`src/rtl/dcr_pkg.sv`:
```
package dcr_pkg;
  // Default geometry of the trailing-stage window
  localparam int unsigned DCR_PC_W   = 16;
  localparam int unsigned DCR_TAG_W  = 2;
  localparam int unsigned DCR_N_STG  = 3;
endpackage

```
`src/rtl/dcr_stage_match.sv`:
```
module dcr_stage_match #(
  parameter int unsigned N_STG = dcr_pkg::DCR_N_STG,
  parameter int unsigned TAG_W = dcr_pkg::DCR_TAG_W
) (
  input  logic [N_STG-1:0]       stg_vld,
  input  logic [N_STG*TAG_W-1:0] stg_tag,
  input  logic [TAG_W-1:0]       cur_tag,
  output logic [N_STG-1:0]       hit
);
  // One comparator per trailing stage; bubbles never match
  for (genvar k = 0; k < N_STG; k++) begin : g_stg
    assign hit[k] = stg_vld[k] && (stg_tag[k*TAG_W +: TAG_W] == cur_tag);
  end
endmodule

```
`src/rtl/dcr_popcount.sv`:
```
module dcr_popcount #(
  parameter int unsigned N     = dcr_pkg::DCR_N_STG,
  parameter int unsigned CNT_W = $clog2(N + 1)
) (
  input  logic [N-1:0]     bits,
  output logic [CNT_W-1:0] cnt
);
  always_comb begin
    cnt = '0;
    for (int i = 0; i < N; i++) begin
      cnt = cnt + CNT_W'(bits[i]);
    end
  end
endmodule

```
`src/rtl/dcr_ret_reg.sv`:
```
module dcr_ret_reg #(
  parameter int unsigned PC_W  = dcr_pkg::DCR_PC_W,
  parameter int unsigned CNT_W = 2
) (
  input  logic             clk,
  input  logic             rst_n,
  input  logic             en,
  input  logic [PC_W-1:0]  base,
  input  logic [CNT_W-1:0] ofs,
  output logic [PC_W-1:0]  q
);
  logic [PC_W-1:0] q_nxt;

  // Next state: modular sum on enable, otherwise hold
  always_comb begin
    q_nxt = q;
    if (en) begin
      q_nxt = base + {{(PC_W-CNT_W){1'b0}}, ofs};
    end
  end

  always_ff @(posedge clk or negedge rst_n) begin
    if (!rst_n) begin
      q <= '0;
    end else begin
      q <= q_nxt;
    end
  end
endmodule

```
`src/rtl/dcr_return_addr.sv`:
```
module dcr_return_addr #(
  parameter int unsigned PC_W  = dcr_pkg::DCR_PC_W,
  parameter int unsigned TAG_W = dcr_pkg::DCR_TAG_W,
  parameter int unsigned N_STG = dcr_pkg::DCR_N_STG
) (
  input  logic                   clk,
  input  logic                   rst_n,
  input  logic                   call_stb,
  input  logic [TAG_W-1:0]       call_task,
  input  logic [PC_W-1:0]        call_next_pc,
  input  logic [N_STG-1:0]       stg_vld,
  input  logic [N_STG*TAG_W-1:0] stg_tag,
  output logic [PC_W-1:0]        ret_addr
);
  localparam int unsigned CNT_W = $clog2(N_STG + 1);

  logic [N_STG-1:0] same_task;
  logic [CNT_W-1:0] slot_cnt;

  dcr_stage_match #(.N_STG(N_STG), .TAG_W(TAG_W)) u_match (
    .stg_vld (stg_vld),
    .stg_tag (stg_tag),
    .cur_tag (call_task),
    .hit     (same_task)
  );

  dcr_popcount #(.N(N_STG), .CNT_W(CNT_W)) u_cnt (
    .bits (same_task),
    .cnt  (slot_cnt)
  );

  dcr_ret_reg #(.PC_W(PC_W), .CNT_W(CNT_W)) u_reg (
    .clk   (clk),
    .rst_n (rst_n),
    .en    (call_stb),
    .base  (call_next_pc),
    .ofs   (slot_cnt),
    .q     (ret_addr)
  );
endmodule

```
`config.mk`:
```
export PLATFORM = sky130hd
export DESIGN_NAME = dcr_return_addr
export DESIGN_NICKNAME = d
export VERILOG_FILES = /design/src/rtl/dcr_pkg.sv /design/src/rtl/dcr_stage_match.sv /design/src/rtl/dcr_popcount.sv /design/src/rtl/dcr_ret_reg.sv /design/src/rtl/dcr_return_addr.sv
export SDC_FILE = /design/constraint.sdc
export NUM_CORES = 1
export LEC_CHECK = 0
export BUFFER_PORTS_ARGS = -buffer_cell sky130_fd_sc_hd__buf_2
export CORE_ASPECT_RATIO = 0.75
export CORE_MARGIN = 1.5
export CORE_UTILIZATION = 46
export DETAILED_ROUTE_END_ITERATION = 6
export PLACE_DENSITY = 0.89
export SYNTH_ARGS = -nofsm -noshare
export SYNTH_HDL_FRONTEND = slang
export SYNTH_SLANG_ARGS = --single-unit
```
`constraint.sdc`:
```
create_clock -name clk -period 0.8 [get_ports clk]
set_input_delay 0.16 -clock clk [delete_from_list [all_inputs] [get_ports clk]]
set_output_delay 0.16 -clock clk [all_outputs]
set_load 0.02 [all_outputs]
```
==> flow_summary.toml <==
[timing]
fmaxAchievable_ghz = 0.479
tightestPinTransition_ns = 0.393
timing.final.setup_violations = 32
setup_tns_ns = -20.67
fin_hold_ws_ns = 0.200
timing.final.ws_setup_ns = -1.29
final.setup_skew_ns = 0
period_needed_ns = 2.09
final_max_slew_viol_count = 0
post-route-period-util_pct = 261
timing_hold_violations_final = 0
grt_setup_unrepaired = "true"
timing.slew.headroom_pct = 73.8

[place]
placement_cell_area_mm2 = 0.00150
place.port_buffers = 45
finalWeightedCongestion = 0.845
dp.final_hpwl_um = 2370

[critical_path]
most_common_cell_on_crit_path = "buf_6"
worst_r2r_startpoint = "u_reg.q[11]"
path_max_fanout = 4
cp_slowest_stage_delay_ns = 0.53
cp_data_arrival_time_ns = 2.26
critPathSlowestCell = "fa_1"
criticalPathCategory = "in2reg"
timing.critical_path.to_type = "flop"
cp_cell_sequence = "buf_6, xnor2_2, nand3_2, fa_1, inv_2, ha_4, fa_2, nand3_4, buf_6, xor2_1, a21oi_1"
r2r.worst_path.cells = 4
critPathLaunch = "stg_tag[0]"
reg2reg_to = "u_reg.q[11]"
cp-start-kind = "primary input"
r2r_setup_slack_ns = -0.19
critical_path_required_ns = 0.97

[finish]
drive_gt1_share_pct = 61.4
biggestRegsByFlops = "u_reg.q x16"
largest_register = "u_reg.q"
finish.net_count = 233
largest_register_ffs = 16
mostFrequentLayoutCell = "buf_4"
area_growth_pct = 92.2
layout.filler_cells = 55
antenna-diode-count = 0
final_cell_mix = "41 x buf_4, 24 x buf_2, 23 x buf_6"
final_design_area_no_fill_mm2 = 0.00195

[pwr]
post-layout-total-power_uw = 2630
power_leakage_uw = 0.000934
pwr_density_cell_mw_per_mm2 = 1350
peakVddDrop_mv = 1.53

[status]
violated_checks = "setup timing"
result_of_the_run = "finished with violations"

[floorplanning]
core-area_mm2 = 0.00205
die-height_um = 43.6
effective_utilization_at_floorplan_pct = 49.4
die-area_mm2 = 0.00249
num_io_pins = 46
rows = 14
die_width_um = 57.2

[yosys]
netlist_instances = 107
number_of_library_cell_types_mapped_by_synthesis = 27
ys_ff_latch = 16
mapped_cell_area_mm2 = 0.00101
postSynthAreaPerCell_um2 = 9.46
synth.net_count = 141
synth-warning-count = 0
yosysSeqAreaShare_pct = 39.6
dominantRegCellSynth = "dfrtp_1"
synth_enable_flop_cells = 0
synth-async-reset-ratio_pct = 100

[hold_path]
min_delay_worst_endpoint = "u_reg.q[15]"
hold_class = "in2reg"
hold_path.startpoint = "call_next_pc[15]"
min_path_cells = 3

[detailed_routing]
vias_per_std_cell = 5.92
top_routing_layer_in_use = "met4"
met2_routed_wirelength_um = 2380
total_via_count_in_the_routed_design = 1309
wl_um = 4790
route.met3.wl_um = 326
drt_first_iter_violations = 80
detail-route-antenna-nets = 0
wl_per_cell_um = 21.7
drt_pre_antenna_iters = 5
drc_markers = 0
wl_met1_um = 1780

[clock_network]
numCtsBuffers = 3
ctsRootBufferMaster = "clkbuf_4"
clkLatencyLatePin_ns = 0.29
tritoncts = "built"
clock_sink_count = 16
cts_htree_levels = 1
cts_buffer_depth = 2
cts_clk_pin_slew_worst_paths_ns = 0.09

[global_routing]
grt.total_usage_pct = 27.9
grt_overflow_total = 0
grt_start_max_net_pins = 17
grt_first_pass_wirelength_um = 5230
grt_antenna_before_repair = 0
via_count_of_the_first_global_routing_pass = 1180

[job]
cap_violations = 0
[critical path, delay by kind of cell]
family,cells,cell delay [ns]
buf+inv,3,0.28
compound gates,1,0.10
simple gates,2,0.23
fa+ha+maj,3,1.08
xor+xnor,2,0.42
[how the worst max path moves through the flow]
stage	end	slack (ns)	cells after the start
2_1_floorplan	u_reg.q[14]	-1.30	10
5_1_grt	u_reg.q[15]	-1.29	11
3_5_place_dp	u_reg.q[10]	-1.57	11
4_1_cts	u_reg.q[14]	-1.11	11
3_3_place_gp	u_reg.q[14]	-1.47	11
6_report	u_reg.q[4]	-1.29	11
[kinds of logic after synthesis]
group | count (synthesis) | synth area share [%]
mux | 2 | 2.22
flops | 16 | 39.6
compound gates | 18 | 10.0
xor+xnor | 17 | 14.7
fa+ha+maj | 4 | 6.43
simple gates | 41 | 23.4
buf+inv | 9 | 3.71
[repair_timing]
| action | in CTS | in global routing |
|---|---|---|
| pin swaps | 16 | 15 |
| hold buffers | 1 | 0 |
| setup endpoints to repair | 32 | 32 |
| gates cloned | 0 | 0 |
| resized for setup | 44 | 21 |
| hold endpoints to repair | 16 | 0 |
| buffers inserted | 6 | 14 |
[cells in the mapped netlist (all sizes together) (3+ instances only)]
library cell | number | area, um2
nor2 | 14 | 52.6
nand3 | 7 | 35.0
xnor2 | 12 | 105
dfrtp | 16 | 400
and4 | 3 | 28.8
a21oi | 11 | 55.1
a31oi | 3 | 18.8
clkbuf | 3 | 11.3
and3 | 3 | 18.8
nand4 | 4 | 40.0
inv | 5 | 18.8
nand2 | 4 | 15.0
xor2 | 5 | 43.8
[stage by stage]
| stage | instances | utilization, % | worst slack [ns] |
|---|---|---|---|
| 2_1_floorplan | 107 | - | -1.30 |
| 3_3_place_gp | 197 | 73.3 | -1.47 |
| 3_5_place_dp | 197 | 73.3 | -1.57 |
| 4_1_cts | 207 | 84.9 | -1.11 |
| 5_1_grt | 221 | 94.9 | -1.29 |
| 6_report | 221 | 94.9 | -1.29 |
[area by class of cell]
cell class              instances  area, um2  area share, %
multi-input cells              82        742           38.1
repair buffers                 91        732           37.6
flip-flops and latches         16        400           20.6
well taps                      24       30.0           1.54
clock buffers                   3       22.5           1.16
inverters                       5       18.8          0.965
[power breakdown]
| part | leakage, uW | switching (uW) | internal (uW) |
|---|---|---|---|
| sequential | 0.000179 | 75.0 | 903 |
| clock | 0.0000138 | 249 | 175 |
| combinational | 0.000741 | 570 | 655 |
| total | 0.000934 | 893 | 1730 |
[metal layers]
metal | up-vias | global-route usage, %
met4 | 0 | 10.2
li1 | 554 | -
met1 | 620 | 31.5
met5 | - | 0
met3 | 32 | 8.06
met2 | 103 | 50.8
Power figures use the tool's default switching activity.
